**src/rtl/fma_sc_pkg.sv**
```systemverilog
package fma_sc_pkg;
  localparam int unsigned EXP_W = 8;
  localparam int unsigned MAN_W = 23;
  localparam int unsigned FW    = 1 + EXP_W + MAN_W;
  localparam int unsigned QBIT  = MAN_W - 1;

  localparam int unsigned SB_FX     = 7;
  localparam int unsigned SB_FEX    = 6;
  localparam int unsigned SB_VX     = 5;
  localparam int unsigned SB_OX     = 4;
  localparam int unsigned SB_XX     = 3;
  localparam int unsigned SB_VXSNAN = 2;
  localparam int unsigned SB_VXISI  = 1;
  localparam int unsigned SB_VXIMZ  = 0;
  localparam int unsigned STAT_W    = 8;

  localparam logic [FW-1:0] DEF_QNAN = {1'b0, {EXP_W{1'b1}}, 1'b1, {(MAN_W-1){1'b0}}};

  typedef enum logic [1:0] {FOP_MADD, FOP_MSUB, FOP_NMADD, FOP_NMSUB} fop_e;
  typedef enum logic [2:0] {FC_ZERO, FC_INF, FC_QNAN, FC_SNAN, FC_FIN} fcls_e;

  function automatic fcls_e fp_class(input logic [FW-1:0] x);
    logic [EXP_W-1:0] e;
    logic [MAN_W-1:0] m;
    e = x[FW-2:MAN_W];
    m = x[MAN_W-1:0];
    if (e == {EXP_W{1'b1}}) begin
      if (m == '0)        return FC_INF;
      else if (m[QBIT])   return FC_QNAN;
      else                return FC_SNAN;
    end else if (e == '0 && m == '0) begin
      return FC_ZERO;
    end
    return FC_FIN;
  endfunction

  function automatic logic fp_is_nan(input fcls_e k);
    return (k == FC_QNAN) || (k == FC_SNAN);
  endfunction

  function automatic logic [FW-1:0] fp_quiet(input logic [FW-1:0] x);
    logic [FW-1:0] r;
    r = x;
    r[QBIT] = 1'b1;
    return r;
  endfunction

  function automatic logic [FW-1:0] fp_inf(input logic s);
    return {s, {EXP_W{1'b1}}, {MAN_W{1'b0}}};
  endfunction
endpackage

```
**src/rtl/fma_sc_decode.sv**
```systemverilog
module fma_sc_decode
  import fma_sc_pkg::*;
#(
  parameter int unsigned PRI_OP = 59
) (
  input  logic [31:0] instr,
  output logic        legal,
  output fop_e        op,
  output logic        rec
);
  logic [5:0] pri_field;
  logic [4:0] xo_field;
  logic       xo_ok;
  logic       unused_fields;

  assign pri_field     = instr[31:26];
  assign xo_field      = instr[5:1];
  assign rec           = instr[0];
  assign unused_fields = ^instr[25:6];

  always_comb begin
    xo_ok = 1'b1;
    op    = FOP_MADD;
    unique case (xo_field)
      5'd28:   op = FOP_MSUB;
      5'd29:   op = FOP_MADD;
      5'd30:   op = FOP_NMSUB;
      5'd31:   op = FOP_NMADD;
      default: xo_ok = 1'b0;
    endcase
  end

  assign legal = xo_ok && (pri_field == PRI_OP[5:0]);
endmodule

```
**src/rtl/fma_sc_special.sv**
```systemverilog
module fma_sc_special
  import fma_sc_pkg::*;
(
  input  logic [FW-1:0] a,
  input  logic [FW-1:0] c,
  input  logic [FW-1:0] b,
  input  fop_e          op,
  output logic          special,
  output logic [FW-1:0] value,
  output logic          ev_snan,
  output logic          ev_imz,
  output logic          ev_isi
);
  fcls_e ka, kc, kb;
  logic  sa, sc, sb;
  logic  is_sub, is_neg;
  logic  any_nan;
  logic  prod_inf, add_inf_only;
  logic  psign, bsign_eff;
  logic  inf_out;
  logic  inf_sign;
  logic [FW-1:0] nan_pick;

  assign ka = fp_class(a);
  assign kc = fp_class(c);
  assign kb = fp_class(b);
  assign sa = a[FW-1];
  assign sc = c[FW-1];
  assign sb = b[FW-1];

  assign is_sub = (op == FOP_MSUB) || (op == FOP_NMSUB);
  assign is_neg = (op == FOP_NMADD) || (op == FOP_NMSUB);

  assign any_nan = fp_is_nan(ka) || fp_is_nan(kb) || fp_is_nan(kc);
  assign ev_snan = (ka == FC_SNAN) || (kb == FC_SNAN) || (kc == FC_SNAN);

  always_comb begin
    if (fp_is_nan(ka))      nan_pick = fp_quiet(a);
    else if (fp_is_nan(kb)) nan_pick = fp_quiet(b);
    else                    nan_pick = fp_quiet(c);
  end

  assign ev_imz = !any_nan &&
                  (((ka == FC_ZERO) && (kc == FC_INF)) ||
                   ((ka == FC_INF)  && (kc == FC_ZERO)));

  assign psign     = sa ^ sc;
  assign bsign_eff = sb ^ is_sub;
  assign prod_inf  = !any_nan && !ev_imz && ((ka == FC_INF) || (kc == FC_INF));
  assign ev_isi    = prod_inf && (kb == FC_INF) && (psign != bsign_eff);
  assign add_inf_only = !any_nan && !ev_imz && !prod_inf && (kb == FC_INF);

  assign inf_out  = (prod_inf && !ev_isi) || add_inf_only;
  assign inf_sign = (prod_inf ? psign : bsign_eff) ^ is_neg;

  assign special = any_nan || ev_imz || ev_isi || inf_out;

  always_comb begin
    if (any_nan)                 value = nan_pick;
    else if (ev_imz || ev_isi)   value = DEF_QNAN;
    else if (inf_out)            value = fp_inf(inf_sign);
    else                         value = '0;
  end

  always_comb begin
    assert_one_invalid_R6: assert (!(ev_imz && ev_isi));
  end
endmodule

```
**src/rtl/fma_sc_status.sv**
```systemverilog
module fma_sc_status
  import fma_sc_pkg::*;
(
  input  logic              clk,
  input  logic              rst_n,
  input  logic              upd,
  input  logic              rec_upd,
  input  logic              set_snan,
  input  logic              set_imz,
  input  logic              set_isi,
  input  logic              set_ovf,
  input  logic              en_inv,
  input  logic              en_ovf,
  input  logic              clr_en,
  input  logic [STAT_W-1:0] clr_mask,
  output logic [STAT_W-1:0] stat,
  output logic [3:0]        cond
);
  localparam int unsigned EXC_N = 5;

  logic             fx_q;
  logic [EXC_N-1:0] exc_q;
  logic [EXC_N-1:0] exc_mask, exc_kept, exc_set, exc_n;
  logic             fx_kept, fx_n, new_exc;
  logic             vx_n, fex_n, vx_cur, fex_cur;
  logic [3:0]       cond_q;

  assign exc_mask = clr_en ? {clr_mask[SB_OX], clr_mask[SB_XX], clr_mask[SB_VXSNAN],
                              clr_mask[SB_VXISI], clr_mask[SB_VXIMZ]} : '0;
  assign exc_kept = exc_q & ~exc_mask;
  assign fx_kept  = fx_q & !(clr_en && clr_mask[SB_FX]);
  assign exc_set  = {set_ovf, set_ovf, upd & set_snan, upd & set_isi, upd & set_imz};
  assign new_exc  = |(exc_set & ~exc_kept);
  assign exc_n    = exc_kept | exc_set;
  assign fx_n     = fx_kept | new_exc;
  assign vx_n     = |exc_n[2:0];
  assign fex_n    = (vx_n & en_inv) | (exc_n[4] & en_ovf);

  always_ff @(posedge clk) begin
    if (!rst_n) begin
      fx_q   <= 1'b0;
      exc_q  <= '0;
      cond_q <= '0;
    end else begin
      fx_q  <= fx_n;
      exc_q <= exc_n;
      if (rec_upd) cond_q <= {fx_n, fex_n, vx_n, exc_n[4]};
    end
  end

  assign vx_cur  = |exc_q[2:0];
  assign fex_cur = (vx_cur & en_inv) | (exc_q[4] & en_ovf);
  assign stat    = {fx_q, fex_cur, vx_cur, exc_q};
  assign cond    = cond_q;

  assert_fx_on_new_R8: assert property (@(posedge clk) disable iff (!rst_n)
    ((exc_q & ~$past(exc_q)) != '0) |-> fx_q);

  assert_sticky_R9: assert property (@(posedge clk) disable iff (!rst_n)
    !$past(clr_en) |-> (({fx_q, exc_q} & $past({fx_q, exc_q})) == $past({fx_q, exc_q})));

  assert_cond_hold_R11: assert property (@(posedge clk) disable iff (!rst_n)
    !$past(rec_upd) |-> $stable(cond_q));
endmodule

```
**src/rtl/fma_special_unit.sv**
```systemverilog
module fma_special_unit
  import fma_sc_pkg::*;
#(
  parameter int unsigned PRI_OP = 59
) (
  input  logic              clk,
  input  logic              rst_n,
  input  logic              issue_valid,
  input  logic [31:0]       instr_word,
  input  logic [FW-1:0]     opnd_a,
  input  logic [FW-1:0]     opnd_c,
  input  logic [FW-1:0]     opnd_b,
  input  logic              arith_ovf,
  input  logic              trap_en_invalid,
  input  logic              trap_en_overflow,
  input  logic              clr_en,
  input  logic [STAT_W-1:0] clr_mask,
  output logic              res_valid,
  output logic              res_special,
  output logic              res_datapath,
  output logic [FW-1:0]     res_value,
  output logic              illegal_op,
  output logic [STAT_W-1:0] status,
  output logic [3:0]        cond_field
);
  logic          dec_legal, dec_rec;
  fop_e          dec_op;
  logic          sp_hit, ev_snan, ev_imz, ev_isi;
  logic [FW-1:0] sp_value;
  logic          go, go_bad;

  logic          valid_q, spec_q, dp_q, illegal_q, imz_evt_q;
  logic [FW-1:0] value_q;

  fma_sc_decode #(.PRI_OP(PRI_OP)) u_decode (
    .instr (instr_word),
    .legal (dec_legal),
    .op    (dec_op),
    .rec   (dec_rec)
  );

  fma_sc_special u_special (
    .a       (opnd_a),
    .c       (opnd_c),
    .b       (opnd_b),
    .op      (dec_op),
    .special (sp_hit),
    .value   (sp_value),
    .ev_snan (ev_snan),
    .ev_imz  (ev_imz),
    .ev_isi  (ev_isi)
  );

  assign go     = issue_valid && dec_legal;
  assign go_bad = issue_valid && !dec_legal;

  fma_sc_status u_status (
    .clk      (clk),
    .rst_n    (rst_n),
    .upd      (go),
    .rec_upd  (go && dec_rec),
    .set_snan (ev_snan),
    .set_imz  (ev_imz),
    .set_isi  (ev_isi),
    .set_ovf  (arith_ovf),
    .en_inv   (trap_en_invalid),
    .en_ovf   (trap_en_overflow),
    .clr_en   (clr_en),
    .clr_mask (clr_mask),
    .stat     (status),
    .cond     (cond_field)
  );

  always_ff @(posedge clk) begin
    if (!rst_n) begin
      valid_q   <= 1'b0;
      spec_q    <= 1'b0;
      dp_q      <= 1'b0;
      illegal_q <= 1'b0;
      imz_evt_q <= 1'b0;
      value_q   <= '0;
    end else begin
      valid_q   <= go;
      spec_q    <= go && sp_hit;
      dp_q      <= go && !sp_hit;
      illegal_q <= go_bad;
      imz_evt_q <= go && ev_imz;
      value_q   <= go ? sp_value : '0;
    end
  end

  assign res_valid    = valid_q;
  assign res_special  = spec_q;
  assign res_datapath = dp_q;
  assign res_value    = value_q;
  assign illegal_op   = illegal_q;

  assert_exclusive_R2: assert property (@(posedge clk) disable iff (!rst_n)
    res_valid |-> (res_special != res_datapath));

  assert_illegal_quiet_R1: assert property (@(posedge clk) disable iff (!rst_n)
    illegal_op |-> !res_valid);

  assert_imz_default_R5: assert property (@(posedge clk) disable iff (!rst_n)
    (res_valid && imz_evt_q) |-> (res_special && res_value == DEF_QNAN));

  assert_nan_quiet_R3: assert property (@(posedge clk) disable iff (!rst_n)
    (res_special && res_value[FW-2:MAN_W] == {EXP_W{1'b1}} && res_value[MAN_W-1:0] != '0)
      |-> res_value[QBIT]);
endmodule

```
**config.mk**
```make
export PLATFORM = sky130hd
export DESIGN_NAME = fma_special_unit
export DESIGN_NICKNAME = d
export VERILOG_FILES = /design/src/rtl/fma_sc_pkg.sv /design/src/rtl/fma_sc_decode.sv /design/src/rtl/fma_sc_special.sv /design/src/rtl/fma_sc_status.sv /design/src/rtl/fma_special_unit.sv
export SDC_FILE = /design/constraint.sdc
export NUM_CORES = 1
export LEC_CHECK = 0
export ABC_AREA = 1
export BUFFER_PORTS_ARGS = -buffer_cell sky130_fd_sc_hd__buf_2
export CAP_MARGIN = 0
export CORE_ASPECT_RATIO = 0.8
export CORE_UTILIZATION = 42
export DETAILED_ROUTE_END_ITERATION = 7
export GPL_ROUTABILITY_DRIVEN = 0
export PLACE_DENSITY = 0.92
export RECOVER_POWER = 100
export SYNTH_ARGS = -nofsm -noshare
export SYNTH_HDL_FRONTEND = slang
export SYNTH_SLANG_ARGS = --single-unit
```
**constraint.sdc**
```tcl
create_clock -name clk -period 3.8 [get_ports clk]
set_clock_uncertainty 0.2 [all_clocks]
set_input_delay 0.38 -clock clk [delete_from_list [all_inputs] [get_ports clk]]
set_output_delay 0.38 -clock clk [all_outputs]
set_load 0.03 [all_outputs]
```
# [Yosys cells after proc, flatten, opt, wreduce, memory -nomap -nowiden]
# Cells that the tools add are included.
[word_totals] output_inout_bits=48 regBits=46 input_bits=143 word_cells=134
[op_classes] n_reduce_logical=56 mux=30 bitwise=19 n_eq_ne=21
[ops] op="$mux 32" count=5
[ops] op="$logic_not 23->1" count=3
[ops] op="$mux 3" count=12
[ops] op="$eq 8x8->1 const B" count=3
[ops] op="$logic_not 8->1" count=3
[ops] op="$eq 5x5->1 const B" count=4
[ops] op="$logic_and 1x1->1" count=20
[ops] op="$eq 3x2->1 const B" count=6
[ops] op="$logic_or 1x1->1" count=16
[ops] op="$mux 1" count=11
[ops] op="$and 5x5->5" count=2
[ops] op="$not 5->5" count=2
[ops] op="$eq 3x1->1 const B" count=3
[ops] op="$and 1x1->1" count=8
[ops] op="$logic_not 1->1" count=7
[ops] op="$eq 6x6->1 const B" count=1
[ops] op="$logic_not 3->1" count=2
[ops] op="$pmux 2 s3" count=1
[ops] op="$reduce_or 3->1" count=2
[ops] op="$mux 5" count=1
[ops] op="$or 5x5->5" count=1
[ops] op="$reduce_or 5->1" count=1
[ops] op="$eq 2x2->1 const B" count=2
[ops] op="$reduce_or 4->1" count=1
[ops] op="other kinds (5)" count=9

# [Longest topological paths before layout]
# Gate-level depths: netlist of run 1.
[depth] depth_word=22 depth_mapped=14 depth_no_buf=14

# [By module]
# From an unflattened synthesis of run 1, not the netlist that was laid out.
[unflattened] hier_cells=445 hier_area_um2=2885.3
[modules_own_cells] mod="fma_sc_special" seq_area_each_um2=0.0 area_each_um2=1217.4 instances=1 cells_each=246
[modules_own_cells] mod="fma_special_unit" seq_area_each_um2=720.7 area_each_um2=1122.3 instances=1 cells_each=114
[modules_own_cells] mod="fma_sc_status" seq_area_each_um2=200.2 area_each_um2=488.0 instances=1 cells_each=72
[modules_own_cells] mod="fma_sc_decode" seq_area_each_um2=0.0 area_each_um2=57.6 instances=1 cells_each=13

# [Worst setup path before layout of run 1]
# Ideal clock, no wire load.
[synth_timing] kind="in2reg" start="input port opnd_c[17]" end="register u_status.cond_q[3], in the netlist u_status.cond[3]" cell_stages=13 n_path_buf=1 t_arrival_ns=1.448 setup_ns=0.109 slack_ns=2.044 required_ns=3.491 cell_sequence="nor2_1 -> nand2_1 -> nor2_1 -> inv_1 -> nor2_2 -> nand3_2 -> inv_1 -> nor2_4 -> buf_6 -> nand4_2 -> nand3_1 -> nand2_1 -> inv_1"
[synth_between] elab_chain_cells=19 word_cells_on_any_way=31 cone_classes="3 x eq/ne; 5 x mux; 5 x bitwise; 18 x reduce/logical"
[synth_rtl] element="start, declared" line="fma_special_unit.sv:11" source="input logic [FW-1:0] opnd_c,"
[synth_rtl] element="$logic_not 23->1 (*)" line="fma_sc_pkg.sv:28, fma_sc_pkg.sv:31"
[synth_rtl] element="$logic_and 1x1->1" line="fma_sc_pkg.sv:31" source="end else if (e == '0 && m == '0) begin"
[synth_rtl] element="$mux 1" line="fma_sc_pkg.sv:31"
[synth_rtl] element="$mux 1" line="fma_sc_pkg.sv:27" source="if (e == {EXP_W{1'b1}}) begin"
[synth_rtl] element="$mux 3 (*)" line="fma_sc_pkg.sv:34" source="return FC_FIN;"
[synth_rtl] element="$eq 3x2->1, on equally long branches" line="fma_sc_pkg.sv:38, fma_sc_special.sv:35"
[synth_rtl] element="$logic_or 1x1->1" line="fma_sc_pkg.sv:38" source="return (k == FC_QNAN) || (k == FC_SNAN);"
[synth_rtl] element="$logic_or 1x1->1" line="fma_sc_special.sv:34" source="assign any_nan = fp_is_nan(ka) || fp_is_nan(kb) || fp_is_nan(kc);"
[synth_rtl] element="$logic_not 1->1" line="fma_sc_special.sv:43, fma_sc_special.sv:49"
[synth_rtl] element="$logic_and 1x1->1" line="fma_sc_special.sv:43" source="assign ev_imz = !any_nan &&"
[synth_rtl] element="$logic_not 1->1" line="fma_sc_special.sv:49" source="assign prod_inf = !any_nan && !ev_imz && ((ka == FC_INF) || (kc == FC_INF));"
[synth_rtl] element="$logic_and 1x1->1 (2 in series)" line="fma_sc_special.sv:49"
[synth_rtl] element="$logic_and 1x1->1 (2 in series)" line="fma_sc_special.sv:50" source="assign ev_isi = prod_inf && (kb == FC_INF) && (psign != bsign_eff);"
[synth_rtl] element="$and 1x1->1" line="fma_sc_status.sv:32" source="assign exc_set = {set_ovf, set_ovf, upd & set_snan, upd & set_isi, upd & set_imz};"
[synth_rtl] element="$and 5x5->5 (*)" line="fma_sc_status.sv:33" source="assign new_exc = |(exc_set & ~exc_kept);"
[synth_rtl] element="$reduce_or 5->1 (*)" line="fma_sc_status.sv:33"
[synth_rtl] element="$or 1x1->1 (*)" line="fma_sc_status.sv:35" source="assign fx_n = fx_kept | new_exc;"
[synth_rtl] element="end signal, assigned" line="fma_sc_status.sv:47" source="if (rec_upd) cond_q <= {fx_n, fex_n, vx_n, exc_n[4]};"
[synth_rtl] element="end, declared" line="fma_sc_status.sv:26" source="logic [3:0] cond_q;"
# Mark *: on every way between the ends. The rest lies on a longest branch, timed or not.
# A chain may end at the register's enable or synchronous reset.

# [Worst setup path in the final report of run 1]
[layout_timing] start="input port opnd_b[1]" end="register value_q[31], in the netlist res_value[31]"
[layout_between] elab_chain_cells=22 word_cells_on_any_way=34 cone_classes="3 x eq/ne; 11 x mux; 1 x bitwise; 19 x reduce/logical"
[layout_rtl] element="start, declared" line="fma_special_unit.sv:12" source="input logic [FW-1:0] opnd_b,"
[layout_rtl] element="$logic_not 23->1 (*)" line="fma_sc_pkg.sv:28, fma_sc_pkg.sv:31"
[layout_rtl] element="$logic_and 1x1->1" line="fma_sc_pkg.sv:31"
[layout_rtl] element="$mux 1" line="fma_sc_pkg.sv:31"
[layout_rtl] element="$mux 1" line="fma_sc_pkg.sv:27"
[layout_rtl] element="$mux 3 (*)" line="fma_sc_pkg.sv:34"
[layout_rtl] element="$eq 3x2->1" line="fma_sc_pkg.sv:38"
[layout_rtl] element="$logic_or 1x1->1" line="fma_sc_pkg.sv:38"
[layout_rtl] element="$logic_or 1x1->1 (2 in series)" line="fma_sc_special.sv:34"
[layout_rtl] element="(+4 left out)"
[layout_rtl] element="$logic_and 1x1->1" line="fma_sc_special.sv:49"
[layout_rtl] element="$logic_and 1x1->1 (2 in series)" line="fma_sc_special.sv:50"
[layout_rtl] element="$logic_not 1->1" line="fma_sc_special.sv:53" source="assign inf_out = (prod_inf && !ev_isi) || add_inf_only;"
[layout_rtl] element="$logic_and 1x1->1" line="fma_sc_special.sv:53"
[layout_rtl] element="$logic_or 1x1->1" line="fma_sc_special.sv:53"
[layout_rtl] element="$mux 32" line="fma_sc_special.sv:61" source="else if (inf_out) value = fp_inf(inf_sign);"
[layout_rtl] element="$mux 32" line="fma_sc_special.sv:60" source="else if (ev_imz || ev_isi) value = DEF_QNAN;"
[layout_rtl] element="$mux 32 (*)" line="fma_sc_special.sv:59" source="if (any_nan) value = nan_pick;"
[layout_rtl] element="end signal, assigned" line="fma_special_unit.sv:88" source="value_q <= go ? sp_value : '0;"
[layout_rtl] element="end, declared" line="fma_special_unit.sv:33" source="logic [FW-1:0] value_q;"
# Marks and branches as above.

==> results.ini, run 1 <==
[worst_setup_path]
reg2reg_slack_ps=2310
cp_slowest_cell=nand2_1
setup.worst_path.start_class=input pin
critical_path.most_common_cell=nand2_1
rr_worst_depth=9
cp.arrival_ps=2740
slowest_delay_ps=650
worst-path-max-fanout=26
r2r_end=u_status.cond[3]
worst_setup_path_end_kind=flop
crit_family=simple AND/OR/NAND/NOR gates
path_class=in -> reg
rr_startpoint=u_status.exc_q[4]
cp_num_cells=11
crit_chain=buf_2 -> nor2_1 -> nand2_1 -> nor2_2 -> nand3_4 -> nand2_1 -> inv_1 -> nand2_1 -> nand3_1 -> o211ai_1 -> a21oi_1
required_ps=3780
crit_buf_inv=2

[sta]
post-route-min-period_ps=2758
finalMaxSlewViolations=0
slew_headroom_pct=42.64
final_hold_viol_count=0
max_freq_mhz=362.6
worst_pin_slew_ps=858.4
fin_crit_sh_pct=72.58
rsz0062_at_grt=no
finalSetupViolations=0
tns_ps=0
setup_ws_ps=1042

[clocking]
root_buffer=clkbuf_8
clock_sinks=46
cts_tree=built
postCtsHoldBufs=0
clkTransAtPathRegs_ps=90
htreeDepth=2
numCtsBuffers=5
cts_resized=0
post_cts.repair.setup_buffers=0
clk_latency_ps=300
clockBufferDepth=2

[placed_design]
io_buffers=168
preCtsSetupSlack_ps=1328
place_hpwl_um=6489

[drt]
first_iter_violations=185
wl_per_cell_um=12.82
wl_um=8052
viasPerCell=5.054
drc=0
via_count=3174
first_pass_iters=4
ant_nets=0

[power_and_ir_drop]
intPower_mw=0.6797
irDropWorstVdd_mv=0.1522
seq_power_share_pct=52.0
p_clk_share_pct=33.3
p_leak_nw=1.575
p_per_area_nw_per_um2=273.5
comb_power_share_pct=14.6
p_sw_share_pct=27.23
p_switching_mw=0.2543

[finish]
drive_gt1_share_pct=27.61
seqCellArea_um2=920.9
area_growth_pct=33.12
nets=689
multi_input_area_um2=1409
num-fill-cells=618
antenna_cells=0

[floorplanning]
die_y_um=71.90
rows=25
die_area_um2=6425
die_w_um=89.37
io_pins=191
coreArea_um2=5912
initial_core_util_pct=43.39

[synthesis]
syn-num-nets=529
syn_area_per_cell_um2=6.645
synth-seq-cells=46
syn_inst=386
synth_edf_count=0
synth-seq-area-share_pct=35.90
dominantRegCellSynth=dfxtp_1
synth_cell_types=30
yosys_warnings=0
synthArstFlopShare_pct=0
synth_area_um2=2565

[grt]
antenna_found_initial=0
grt_usage_pct=24.15
grt_pass1_wl_um=12010
grt-ovfl-total=0
grt_max_degree=45
first_global_vias=2827

[worst_hold_path]
hp-start=issue_valid
hold_path_depth=3
whs_endpoint=illegal_op
hold_path_class=in -> reg

[status]
status=finished clean

[flow_run]
cap_violations=0

==> metal layers <==
metal  track usage [%]  vias to the layer above  share of wire (%)
met2             42.32                      172                 48
li1                  -                     1576                  -
met5                 0                        -                  0
met4             6.526                        0                1.5
met3             5.347                       12                7.9
met1             29.88                     1414                 42
==> sequential cells by signal (all words and copies together), names as in the netlist <==
register,count
res_special,1
u_status.fx_q,1
res_valid,1
u_status.cond,4
res_value,32
res_datapath,1
illegal_op,1
u_status.exc_q,5
==> cell usage in the layout, fill, tap and decap left out, types with 2 or more instances in the layout <==
cell type and count:
buf_2 118, a21oi_1 19, nor3_1 2, clkinvlp_4 2
xor2_1 4, nand2_2 3, clkbuf_8 5, nor2_4 4
nor2_1 62, inv_1 25, clkbuf_1 50, dfxtp_1 46
o21ai_0 23, nor2_2 11, inv_2 2, nand3_1 17
a31oi_1 24, o21ai_1 3, nand4_1 8, nand2_1 109
==> logic make-up after synthesis <==
family | after synthesis | share of synthesized area (%)
compound gates | 72 | 15.71
buf+inv | 44 | 7.805
xor+xnor | 4 | 1.366
simple gates | 220 | 39.22
flops | 46 | 35.90
==> how the worst max path moves through the flow <==
stage / start / to / slack, ps
4_1_cts: opnd_b[30] / res_value[31] / 1640
3_3_place_gp: opnd_b[7] / res_value[31] / 1390
6_report: opnd_b[1] / res_value[31] / 1040
2_1_floorplan: opnd_c[17] / u_status.cond[3] / 2040
3_5_place_dp: opnd_b[30] / res_value[31] / 1330
5_1_grt: opnd_b[1] / res_value[31] / 760
==> through the flow <==
stage	hold slack [ps]	cell area, um^2	util (%)	total power, mW	instances
final	105.7	3415	57.76	0.9340	628
after floorplan	305.8	2565	-	0.5493	386
after global routing	110.4	3415	57.76	0.9775	628
after detailed placement	284.9	3420	57.84	0.6334	620
after CTS	106.0	3512	59.41	0.9383	628
after global placement	263.1	3420	57.84	0.6287	620
==> Yosys cell counts, drive strengths merged (3+ instances only) <==
cell,number,area [um^2]
nand2,113,446.7
nor2,77,351.6
dfxtp,46,920.9
inv,27,101.4
o21ai,26,130.1
a31oi,24,150.1
a21oi,19,98.85
nand3,19,125.1
buf,13,83.83
nand4,8,56.30
xor2,4,35.03
clkbuf,3,11.26
nor3,3,26.28
==> final cells by class <==
type                            instances  area share [%]
Multi-Input combinational cell        296           41.26
Sequential cell                        46           26.97
Inverter                               28           3.078
Clock buffer                            5           2.015
Timing Repair Buffer                  169           23.01
Clock inverter                          3          0.6962
Tap cell                               81           2.968
==> worst register-to-register path, cell delays in order (launching register included) <==
cell	delay [ps]
dfxtp_1	330
inv_1	50
a21oi_1	160
a31oi_1	110
a21oi_1	110
o21ai_0	80
nor2_1	150
nand3_1	110
nand2_1	70
inv_1	30
==> power groups by stage <==
stage | Clock (mW) | Sequential (mW) | Combinational [mW]
4_1_cts | 0.316 | 0.486 | 0.137
3_5_place_dp | 0 | 0.497 | 0.136
6_report | 0.311 | 0.486 | 0.137
3_3_place_gp | 0 | 0.497 | 0.132
2_1_floorplan | 0 | 0.501 | 0.0479
5_1_grt | 0.339 | 0.487 | 0.151
No activity file was read; power rests on OpenSTA's default activity.
==> run 2: changes to the inputs <==
- ABC_AREA: 1 -> 0
- CORE_UTILIZATION: 42 -> 40
- PLACE_DENSITY: 0.92 -> 0.9
- clock period: 3.8 -> 2.7 ns (I/O delays scaled with it)
==> results.ini, run 2 <==
[worst_setup_path]
worst-path-max-fanout=5
rr_worst_depth=6
rr_startpoint=u_status.exc_q[1]
required_ps=2680
r2r_end=u_status.cond[1]
cp.arrival_ps=2420
worst_setup_path_end_kind=flop
setup.worst_path.start_class=input pin
reg2reg_slack_ps=1120
path_class=in -> reg

[synthesis]
dominantRegCellSynth=dfxtp_1
synth-seq-cells=46
synth-seq-area-share_pct=37.98
synth_area_um2=2425
syn_area_per_cell_um2=8.850
syn_inst=274
syn-num-nets=417
yosysMostFrequentCell=dfxtp_1
synth_common_cells=dfxtp_1 (46), nor2_1 (30), mux2i_1 (23)
synth.area.top_cells=dfxtp_1 (38%), mux2i_1 (9.5%), a211oi_1 (6.8%)
yosys.area.top_type=dfxtp_1
yosys.area.top_type_share_pct=37.98
synth_edf_count=0
synthArstFlopShare_pct=0
yosys_warnings=0
synth_cell_types=48

[clocking]
root_buffer=clkbuf_8
htreeDepth=2
numCtsBuffers=5
clk_latency_ps=300
cts_tree=built
clockBufferDepth=2
clock_sinks=46
clkTransAtPathRegs_ps=100

[sta]
slew_headroom_pct=53.33
max_freq_mhz=410.3
finalSetupViolations=0
post-route-min-period_ps=2437
tns_ps=0
fin_crit_sh_pct=90.27
fin_worst_hold_slack_ps=36.40
setup_ws_ps=262.6
worst_pin_slew_ps=698.6
rsz0062_at_grt=no
final_hold_viol_count=0
finalMaxSlewViolations=0

[power_and_ir_drop]
p_switching_mw=0.3456
intPower_mw=1.052
p_clk_share_pct=37.7
irDropWorstVdd_mv=0.2154
seq_power_share_pct=49.0
comb_power_share_pct=13.3
p_leak_nw=1.570
p_sw_share_pct=24.73
p_per_area_nw_per_um2=413.3

[worst_hold_path]
hold_path_class=in -> reg
whs_endpoint=u_status.exc_q[3]
hp-start=arith_ovf
hold_path_depth=3

[drt]
drc=0
via_count=2781
wl_per_cell_um=15.53
wl_um=8028
first_iter_violations=108
first_pass_iters=4
ant_nets=0
viasPerCell=5.379

[placed_design]
place_hpwl_um=6570
io_buffers=168
preCtsSetupSlack_ps=67.66

[floorplanning]
die_area_um2=6380
die_y_um=71.64
initial_core_util_pct=42.95
coreArea_um2=5645
die_w_um=89.05
rows=24
io_pins=191

[grt]
grt-ovfl-total=0
grt_pass1_wl_um=12050
grt_usage_pct=24.68
antenna_found_initial=0
grt_max_degree=45
first_global_vias=2701

[status]
status=finished clean

[finish]
nets=581
layout_common_cells=buf_2 (120), clkbuf_1 (49), dfxtp_1 (46)
drive_gt1_share_pct=33.26
area_growth_pct=39.42
num-fill-cells=565
largest_register_ffs=32
antenna_cells=0
final_common_cell=buf_2

[flow_run]
cap_violations=0

[run 2: worst max path at each step]
stage,start,end,slack [ps]
6_report,opnd_a[0],u_status.cond[1],260
3_3_place_gp,opnd_c[4],res_value[31],140
4_1_cts,opnd_a[0],res_value[31],380
3_5_place_dp,opnd_a[0],res_value[31],70
2_1_floorplan,opnd_c[23],res_datapath,690
5_1_grt,opnd_c[18],res_value[31],80
[run 2: area by class of cell]
type / instances / area (um^2) / share of cell area (%)
Timing Repair Buffer: 175 / 844.6 / 24.98
Inverter: 3 / 11.26 / 0.3331
Clock buffer: 5 / 68.82 / 2.036
Multi-Input combinational cell: 207 / 1394 / 41.23
Sequential cell: 46 / 920.9 / 27.24
Clock inverter: 3 / 43.79 / 1.295
Tap cell: 78 / 97.59 / 2.887
[run 2: routing by layer]
metal  share of wire, %  routed length (um)  vias to the layer above  GRT usage (%)
met5                  0                   0                        -              0
met4                1.6                 129                        0          8.818
met3                7.2                 578                       14          4.493
met2                 49                3913                      139          43.93
met1                 42                3406                     1268          29.69
li1                   -                   -                     1360              -
[run 2: logic make-up (layout without fill, tap and decap cells)]
| group | Yosys count | after routing | share of synthesized area [%] |
|---|---|---|---|
| DFF | 46 | 46 | 37.98 |
| xor gates and xnor gates | 3 | 3 | 1.084 |
| and+or+nand+nor | 110 | 110 | 25.59 |
| buffers and inverters | 21 | 186 | 4.335 |
| muxes | 23 | 23 | 9.494 |
| AOI/OAI and AO/OA | 71 | 71 | 21.52 |
[run 2: power by group through the flow]
stage               sequential (mW)  combinational, mW  clock [mW]
floorplan                     0.706             0.0542           0
global placement              0.700              0.178           0
detailed placement            0.700              0.183           0
CTS                           0.684              0.185       0.528
global route                  0.685              0.201       0.562
finish                        0.685              0.185       0.527
[run 2: critical path, stage by stage]
cell and delay (ps):
buf_2 100, nor4_1 440, nand4_1 280, nor4_1 550
a221o_2 320, nor3_1 80, a21oi_1 280, a21oi_1 100
[run 2: repair_timing]
action	CTS	global route
resized for setup	0	0
buffers inserted	0	0
endpoints found under the setup margin	0	0
endpoints found under the hold margin	1	0
hold buffers	1	0
[run 2: through the flow]
step | util (%) | area (um^2) | std cells | total power, mW
finish | 59.88 | 3381 | 517 | 1.397
global route | 59.88 | 3381 | 517 | 1.449
CTS | 61.24 | 3457 | 517 | 1.398
detailed placement | 59.06 | 3334 | 508 | 0.8837
global placement | 59.06 | 3334 | 508 | 0.8778
floorplan | - | 2425 | 274 | 0.7603
